--- config.mk ---
export PLATFORM = sky130hd
export DESIGN_NAME = irx_capture
export DESIGN_NICKNAME = d
export VERILOG_FILES = /design/src/rtl/irx_pkg.sv /design/src/rtl/irx_sync.sv /design/src/rtl/irx_tick.sv /design/src/rtl/irx_interval.sv /design/src/rtl/irx_capture.sv
export SDC_FILE = /design/constraint.sdc
export NUM_CORES = 1
export LEC_CHECK = 0
export BUFFER_PORTS_ARGS = -buffer_cell sky130_fd_sc_hd__buf_2
export CORE_MARGIN = 2
export CORE_UTILIZATION = 46
export DETAILED_ROUTE_END_ITERATION = 10
export GPL_TIMING_DRIVEN = 0
export PLACE_DENSITY_LB_ADDON = 0.05
export SLEW_MARGIN = 15
export SYNTH_ARGS = -nofsm -noshare
export SYNTH_HDL_FRONTEND = slang
export SYNTH_HIERARCHICAL = 1
export SYNTH_SLANG_ARGS = --single-unit
--- constraint.sdc ---
create_clock -name clk -period 5.1 [get_ports clk]
set_input_delay 0.765 -clock clk [delete_from_list [all_inputs] [get_ports clk]]
set_output_delay 0.765 -clock clk [all_outputs]
set_load 0.01 [all_outputs]
--- src/rtl/irx_pkg.sv ---
package irx_pkg;
  localparam int ADDR_W = 6;
  localparam int DATA_W = 32;

  localparam logic [ADDR_W-1:0] OFF_RATE = 6'h10;
  localparam logic [ADDR_W-1:0] OFF_STAT = 6'h18;
  localparam logic [ADDR_W-1:0] OFF_CTRL = 6'h1C;

  localparam int B_SRST    = 0;
  localparam int B_SEL_LO  = 2;
  localparam int B_MODE_LO = 7;
  localparam int B_LEVEL   = 8;
  localparam int B_EN      = 15;
  localparam int B_IVL_LO  = 16;

  localparam logic [1:0] MODE_RAW = 2'd2;

  typedef enum logic [1:0] {
    SEL_DECODER = 2'd0,
    SEL_BOTH    = 2'd1,
    SEL_FALL    = 2'd2,
    SEL_RISE    = 2'd3
  } irq_sel_e;
endpackage

--- src/rtl/irx_sync.sv ---
module irx_sync #(
  parameter int STAGES = 2,
  parameter bit IDLE   = 1'b1
) (
  input  logic clk,
  input  logic rst,
  input  logic din,
  output logic level,
  output logic rise,
  output logic fall
);
  logic [STAGES-1:0] chain;
  logic              prev;

  genvar g;
  generate
    for (g = 0; g < STAGES; g++) begin : g_stage
      always_ff @(posedge clk) begin
        if (rst) chain[g] <= IDLE;
        else if (g == 0) chain[g] <= din;
        else chain[g] <= chain[(g == 0) ? 0 : g-1];
      end
    end
  endgenerate

  always_ff @(posedge clk) begin
    if (rst) prev <= IDLE;
    else     prev <= chain[STAGES-1];
  end

  assign level = chain[STAGES-1];
  assign rise  = level & ~prev;
  assign fall  = ~level & prev;
endmodule

--- src/rtl/irx_tick.sv ---
module irx_tick #(
  parameter int RATE_W = 12
) (
  input  logic              clk,
  input  logic              rst,
  input  logic              clr,
  input  logic [RATE_W-1:0] rate,
  output logic              tick
);
  logic [RATE_W-1:0] pcnt;

  assign tick = (pcnt == rate) && !clr;

  always_ff @(posedge clk) begin
    if (rst || clr)        pcnt <= '0;
    else if (pcnt >= rate) pcnt <= '0;
    else                   pcnt <= pcnt + 1'b1;
  end
endmodule

--- src/rtl/irx_interval.sv ---
module irx_interval #(
  parameter int CNT_W = 13
) (
  input  logic             clk,
  input  logic             rst,
  input  logic             cnt_clr,
  input  logic             ivl_clr,
  input  logic             tick,
  input  logic             restart,
  output logic [CNT_W-1:0] run_cnt,
  output logic [CNT_W-1:0] ivl
);
  localparam logic [CNT_W-1:0] CNT_MAX = '1;

  always_ff @(posedge clk) begin
    if (rst || cnt_clr)                  run_cnt <= '0;
    else if (restart)                    run_cnt <= '0;
    else if (tick && run_cnt != CNT_MAX) run_cnt <= run_cnt + 1'b1;
  end

  always_ff @(posedge clk) begin
    if (rst || ivl_clr) ivl <= '0;
    else if (restart)   ivl <= run_cnt;
  end
endmodule

--- src/rtl/irx_capture.sv ---
module irx_capture
  import irx_pkg::*;
#(
  parameter int RATE_W      = 12,
  parameter int CNT_W       = 13,
  parameter int SYNC_STAGES = 2
) (
  input  logic              clk,
  input  logic              rst,
  input  logic              wr_en,
  input  logic              rd_en,
  input  logic [ADDR_W-1:0] addr,
  input  logic [DATA_W-1:0] wdata,
  output logic [DATA_W-1:0] rdata,
  input  logic              ir_in,
  output logic              irq
);
  logic [RATE_W-1:0] rate_q;
  irq_sel_e          sel_q;
  logic [1:0]        mode_q;
  logic              en_q, srst_q;
  logic              level, rise, fall, tick;
  logic              sel_hit, restart, irq_set, rd_ctrl;
  logic [CNT_W-1:0]  run_cnt, ivl;
  logic              unused_wbits;

  assign unused_wbits = ^wdata;

  irx_sync #(.STAGES(SYNC_STAGES), .IDLE(1'b1)) u_sync (
    .clk(clk), .rst(rst), .din(ir_in), .level(level), .rise(rise), .fall(fall)
  );

  always_comb begin
    unique case (sel_q)
      SEL_BOTH: sel_hit = rise | fall;
      SEL_FALL: sel_hit = fall;
      SEL_RISE: sel_hit = rise;
      default:  sel_hit = 1'b0;
    endcase
  end

  assign restart = sel_hit && en_q && !srst_q;
  assign irq_set = restart;
  assign rd_ctrl = rd_en && (addr == OFF_CTRL);

  irx_tick #(.RATE_W(RATE_W)) u_tick (
    .clk(clk), .rst(rst), .clr(srst_q || !en_q || restart), .rate(rate_q), .tick(tick)
  );

  irx_interval #(.CNT_W(CNT_W)) u_ivl (
    .clk(clk), .rst(rst), .cnt_clr(srst_q || !en_q), .ivl_clr(srst_q),
    .tick(tick), .restart(restart), .run_cnt(run_cnt), .ivl(ivl)
  );

  always_ff @(posedge clk) begin
    if (rst) begin
      rate_q <= '0;
      sel_q  <= SEL_DECODER;
      mode_q <= MODE_RAW;
      en_q   <= 1'b0;
      srst_q <= 1'b0;
    end else if (wr_en) begin
      if (addr == OFF_RATE) rate_q <= wdata[RATE_W-1:0];
      if (addr == OFF_CTRL) begin
        srst_q <= wdata[B_SRST];
        sel_q  <= irq_sel_e'(wdata[B_SEL_LO +: 2]);
        mode_q <= wdata[B_MODE_LO +: 2];
        en_q   <= wdata[B_EN];
      end
    end
  end

  always_ff @(posedge clk) begin
    if (rst || srst_q) irq <= 1'b0;
    else if (irq_set)  irq <= 1'b1;
    else if (rd_ctrl)  irq <= 1'b0;
  end

  always_ff @(posedge clk) begin
    if (rst) rdata <= '0;
    else if (rd_en) begin
      rdata <= '0;
      case (addr)
        OFF_RATE: rdata[RATE_W-1:0] <= rate_q;
        OFF_STAT: rdata[B_LEVEL]    <= level;
        OFF_CTRL: begin
          rdata[B_SRST]             <= srst_q;
          rdata[B_SEL_LO +: 2]      <= sel_q;
          rdata[B_MODE_LO +: 2]     <= mode_q;
          rdata[B_EN]               <= en_q;
          rdata[B_IVL_LO +: CNT_W]  <= ivl;
        end
        default: ;
      endcase
    end
  end
endmodule

==> reports/results.tsv, run 1 <==
metric	value	unit
ANT cells	0	
dominant combinational cell family by area after synthesis	simple AND/OR/NAND/NOR gates	
post-synth top area share	43.03	%
Clock Tree Root	clkbuf_8	
Pre-antenna DRT Iters	4	
Die Area	9460	um2
PnR worst setup slack	2.289	ns
largest net degree at the start of global routing	18	
final WL	8.837	mm
# DRC	0	
die width	97.27	um
post-CTS setup buffers	0	
crit path kind	reg2reg	
status	complete, no violations	
CP Max Fanout	8	
global-route wire length before repair	14.68	mm
Num CTS Buffers	9	
xor-xnor portion of the synthesized cell area	2.408	%
leakage power	1.685	nW
num rows	34	
final hold vios	0	
startpoint types	flop	
core area	8593	um2
clock sink total	86	
RSZ-0062 raised after global routing	false	
minimum clock period	2.811	ns
Mapped Cells	436	
leading area contributor after synthesis	dfxtp_1	
post-route setup TNS	0	ns
Post-Route Skew	0.01226	ns
Synth Flop Type	dfxtp_1	
Synth Area in Compound Gates	12.57	%
Clk pin slew, worst setup/hold paths	0.09	ns
# IOs	76	
Post-synth ARST share	0	%
CP Capture Type	flop	
Design Area, Final	4588	um2
DR vias	3215	
share of post-route cells with drive strength above 1	21.74	%
Routed Antenna Nets	0	
Starting Density	46.56	%
Power, Total	1.188	mW
worst-skew pair later-pin latency	0.36	ns
Nets	558	
Overflow after GRT	0	
Req. time, crit path	5.33	ns
number of max-cap violations	0	
Area Overhead vs Synth	14.67	%
Port Buffers	49	
hpwl dp	6.726	mm
post-synthesis sequential area ratio	43.03	%
Pwr Density	258.9	nW/um2
largest cells by area after synthesis	dfxtp_1, nand3_1, a21oi_1, mux2i_1, ha_1	
Die H	97.27	um
initial antenna violation count	0	
fillers	843	
Synth Area per Inst	9.177	um2
mux share of post-synthesis cell area	4.784	%
relative slew slack	57.08	%
hold_ws	0.4133	ns
Worst Hold Class	reg2reg	
Worst Path Arrival	3.04	ns
Synth Warn #	6	
dpl cell area	4400	um2
Hold-fix buffers, CTS	0	
Worst IR Drop VDD	0.1265	mV
multi-input logic area	2032	um2
Avg WL per Cell	14.39	um
Final period util	55.12	%
final setup fails	0	
1st-iter DRT viols	78	
# resized after CTS	0	
worst slack at placement	2.368	ns
Post-synth EDFFs	0	
simple-gate share of the synthesized area	26.08	%
synth unique cells	59	
vias in the first global route	3095	
Synth Area in Adders	4.378	%
Max H-tree Level	3	
Slew Viols, Final	0	
CTS tree	built	
All-Layer GR Usage	19.16	%
routability cong.	0.8042	
CTS max path bufs	2	
#FFs+latches synth	86	
slew of the pin with the lowest slew margin	0.6389	ns
Max Freq	355.8	MHz
Reg area	1722	um2
Vias per Instance	5.236	
synthesized area	4001	um2
## stage by stage
step / cells / util (%)
floorplan: 441 / -
global placement: 598 / 51.21
detailed placement: 598 / 51.21
CTS: 614 / 53.39
global route: 614 / 53.39
finish: 614 / 53.39
## routing by layer
metal,share of wire (%),track usage [%]
met5,0,0
met4,1.5,6.838
met3,3.3,3.094
met2,50,34.08
met1,45,23.40
## Yosys cell counts (3+ instances only)
cell type and count:
a211oi_1 6, nand2b_1 22, ha_1 14, and3_1 4, nor3_1 12, nor3_2 10
xor2_1 3, dfxtp_1 86, o21ai_0 6, nor2_1 35, xnor2_1 8, buf_4 10
or2_1 3, buf_6 5, nand4_1 4, a22oi_1 4, nor2b_1 4, clkbuf_1 12
buf_2 3, inv_1 16, nand3_1 43, a21oi_1 39, nand2_1 25, mux2i_1 18
## layout by cell type (no fill, tap or decap), drive strengths merged, types with 5 or more instances in the layout
cell type  count
o21ai          7
buf           68
nand2b        22
clkbuf        21
inv           21
a211oi         7
nand2         25
mux2i         18
nor3          22
or2            5
nand3         44
xnor2          8
a21oi         39
nor2          35
and3           5
ha            14
conb           6
nand4          7
dfxtp         86
## report_power, final
| part | switching (mW) | internal, mW | leakage [nW] | total [mW] |
|---|---|---|---|---|
| Clock | 0.268 | 0.189 | 0.0971 | 0.457 |
| Sequential | 0.00197 | 0.674 | 0.694 | 0.676 |
| Combinational | 0.0324 | 0.0218 | 0.894 | 0.0541 |
## final timing paths
check	start	end	slack [ns]	cells after the start
setup / recovery	u_sync/level	u_ivl/run_cnt[7]	2.29	11
hold / removal	u_sync/chain[0]	u_sync/level	0.41	1
setup reg to reg	u_sync/level	u_ivl/run_cnt[7]	2.29	11
hold reg to reg	u_sync/chain[0]	u_sync/level	0.41	1
## kinds of logic after synthesis
| group | count (synthesis) |
|---|---|
| buf+inv | 47 |
| fa+ha+maj | 14 |
| simple gates | 182 |
| compound gates | 76 |
| xor+xnor | 11 |
| flops | 86 |
| mux | 19 |
| other cells | 1 |
## final cells by class
class / count / share of cell area (%)
Buffer: 31 / 4.500
Tap cell: 108 / 2.945
Inverter: 16 / 1.309
Sequential cell: 86 / 37.52
Clock buffer: 9 / 2.700
Clock inverter: 7 / 1.391
Timing Repair Buffer: 49 / 5.345
Multi-Input combinational cell: 308 / 44.29
## flip-flops by register name, summed over array words and instances, names as in the netlist
register and flops:
u_sync/chain 1, u_sync/prev 1, u_ivl/ivl 13, en_q 1
u_sync/level 1, sel_q 2, mode_q 2, srst_q 1
irq 1, u_ivl/run_cnt 13, rdata 26, rate_q 12
u_tick/pcnt 12
## critical path, cell delays in order, from the launching register on
cell and delay (ns):
dfxtp_1 0.37, and2b_1 0.20, nor2b_1 0.12, o21ai_0 0.12
o21ai_0 0.20, or2_2 0.37, nor3_1 0.23, buf_4 0.20
and3_1 0.26, nand2_1 0.13, o311ai_0 0.35, o41ai_1 0.13
(Power assumes the default switching activity.)
==> inputs of run 2 (changes only) <==
Clock period 5.1 ns to 2.4 ns, I/O delays scaled along.
==> run 2 against run 1 <==
- worst setup slack worse by 2.2 ns
- utilization is 1.0 points higher
- power is 110% higher
- via count is 1.0% higher
- hold slack worse by 0.23 ns
- combinational power is 120% higher
- critical endpoint is now u_tick/pcnt[4]
==> reports/results.tsv, run 2 (same netlist as run 1, synthesis figures left out) <==
metric	value	unit
Routed Antenna Nets	0	
commonest non-fill, non-tap cells in the layout	dfxtp_1, buf_2, nand3_1, a21oi_1, nor2_1	
Slew Viols, Final	0	
Power, Total	2.533	mW
top flop regs	rdata: 26 flops, u_ivl/ivl: 13 flops, u_ivl/run_cnt: 13 flops	
Req. time, crit path	2.69	ns
Logic pwr share	4.7	%
Starting Density	46.56	%
Overflow after GRT	0	
slew of the pin with the lowest slew margin	0.6866	ns
Worst Hold Class	in2reg	
Design Area, Final	4677	um2
CP Buf/Inv Count	2	
core area	8593	um2
Die H	97.27	um
Avg WL per Cell	14.53	um
status	complete, no violations	
Critical Path Start	u_sync/level	
fin cells	620	
initial antenna violation count	0	
register share of total power	56.7	%
CTS tree	built	
# DRC	0	
num rows	34	
Port Buffers	49	
Nets	564	
Max H-tree Level	3	
routability cong.	0.8042	
All-Layer GR Usage	19.30	%
worst r2r src	u_sync/level	
Net Sw Power	650.5	uW
Die Area	9460	um2
CP max stage cell	dfxtp_2	
global-route wire length before repair	14.81	mm
Inst Count DP	598	
Pwr Density	541.7	nW/um2
Max Freq	433.3	MHz
hold wc startpoint	ir_in	
clock sink total	86	
hpwl dp	6.726	mm
share of post-route cells with drive strength above 1	24.41	%
top register by number of flip-flops	rdata	
leakage power	1.731	nW
largest net degree at the start of global routing	18	
ANT cells	0	
Net Sw Frac	25.68	%
Worst IR Drop VDD	0.2779	mV
worst-skew pair later-pin latency	0.36	ns
critical path depth in cells	11	
Post-Route Skew	0.01142	ns
crit path kind	reg2reg	
final WL	9.009	mm
RSZ-0062 raised after global routing	true	
startpoint types	flop	
crit path cell chain	and2b_1 -> nor2b_1 -> o21ai_1 -> o21ai_2 -> or2_4 -> buf_4 -> a2111oi_2 -> o21ai_1 -> a21o_1 -> buf_4 -> nor3_2	
Clk pin slew, worst setup/hold paths	0.09	ns
Top delay family on crit path	compound AO/OA/AOI/OAI gates	
Pre-antenna DRT Iters	4	
Worst Hold Depth	2	
CP Capture Type	flop	
Num CTS Buffers	9	
die width	97.27	um
# IOs	76	
dpl cell area	4400	um2
Pint	1.883	mW
number of max-cap violations	0	
slowest cell delay on critical path	0.33	ns
max reg flops	26	
Final period util	96.16	%
DR vias	3247	
minimum clock period	2.308	ns
1st-iter DRT viols	90	
post-layout util	54.43	%
CP Max Fanout	5	
Area Overhead vs Synth	16.89	%
commonest non-fill, non-tap cell in the layout	dfxtp_1	
vias in the first global route	3126	
final setup fails	0	
Worst Path Arrival	2.60	ns
final hold vios	0	
CTS max path bufs	2	
Clock Tree Root	clkbuf_8	
worst-case reg-to-reg path depth	11	
relative slew slack	53.87	%
Vias per Instance	5.237	
Clk pwr share	38.6	%
run 2: cell count changes in the layout (fill, tap and decap cells not counted), sizes merged:
cell / change
buf: +6
run 2: final timing paths:
kind                     endpoint  slack (ns)
hold reg to reg      u_sync/level        0.41
hold / removal    u_sync/chain[0]        0.19
setup / recovery   u_tick/pcnt[4]        0.09
setup reg to reg   u_tick/pcnt[4]        0.09
run 2: cell type report:
| type | instances | area (um2) |
|---|---|---|
| clock inverters | 7 | 63.81 |
| plain buffers | 31 | 206.4 |
| clock buffers | 9 | 123.9 |
| flip-flops and latches | 86 | 1728 |
| fillers | 836 | 3916 |
| inverters | 16 | 60.06 |
| repair buffers | 55 | 290.3 |
| multi-input cells | 308 | 2069 |
| well taps | 108 | 135.1 |
run 2: metrics by stage:
step / TNS, ns / hold slack (ns) / worst slack, ns
floorplan: 0 / 0.3832 / 0.02570
global placement: -1.187 / 0.3867 / -0.3206
detailed placement: -1.240 / 0.3980 / -0.3322
CTS: 0 / 0.1837 / 0.02556
global route: -0.03147 / 0.1869 / -0.01597
finish: 0 / 0.1853 / 0.09225
run 2: worst reg2reg max path: stages (launching register included):
cell and delay [ns]:
dfxtp_2 0.33, and2b_1 0.18, nor2b_1 0.13, o21ai_1 0.14, o21ai_2 0.11, or2_4 0.25
buf_4 0.14, a2111oi_2 0.32, o21ai_1 0.12, a21o_1 0.22, buf_4 0.18, nor3_2 0.14
run 2: power by group through the flow:
| stage | Combinational [mW] | Clock, mW | Sequential (mW) |
|---|---|---|---|
| finish | 0.118 | 0.978 | 1.44 |
| floorplan | 0.0666 | 0 | 1.47 |
| global route | 0.131 | 1.06 | 1.44 |
| CTS | 0.117 | 1.01 | 1.44 |
| detailed placement | 0.115 | 0 | 1.47 |
| global placement | 0.114 | 0 | 1.47 |
run 2: timing repair:
| action | 4_1_cts | 5_1_grt |
|---|---|---|
| setup endpoints to repair | 6 | 14 |
| pin swaps | 3 | 2 |
| resized for setup | 8 | 9 |
| gates cloned | 0 | 1 |
| setup buffers | 4 | 1 |
| hold buffers | 0 | 0 |
run 2: metal layers:
| metal | GRT usage [%] | part of all wire (%) | up-vias | wire [um] |
|---|---|---|---|---|
| li1 | - | - | 1665 | - |
| met1 | 23.58 | 45 | 1523 | 4044 |
| met2 | 34.35 | 50 | 50 | 4531 |
| met3 | 3.094 | 3.6 | 9 | 323 |
| met4 | 6.838 | 1.2 | 0 | 109 |
| met5 | 0 | 0 | - | 0 |
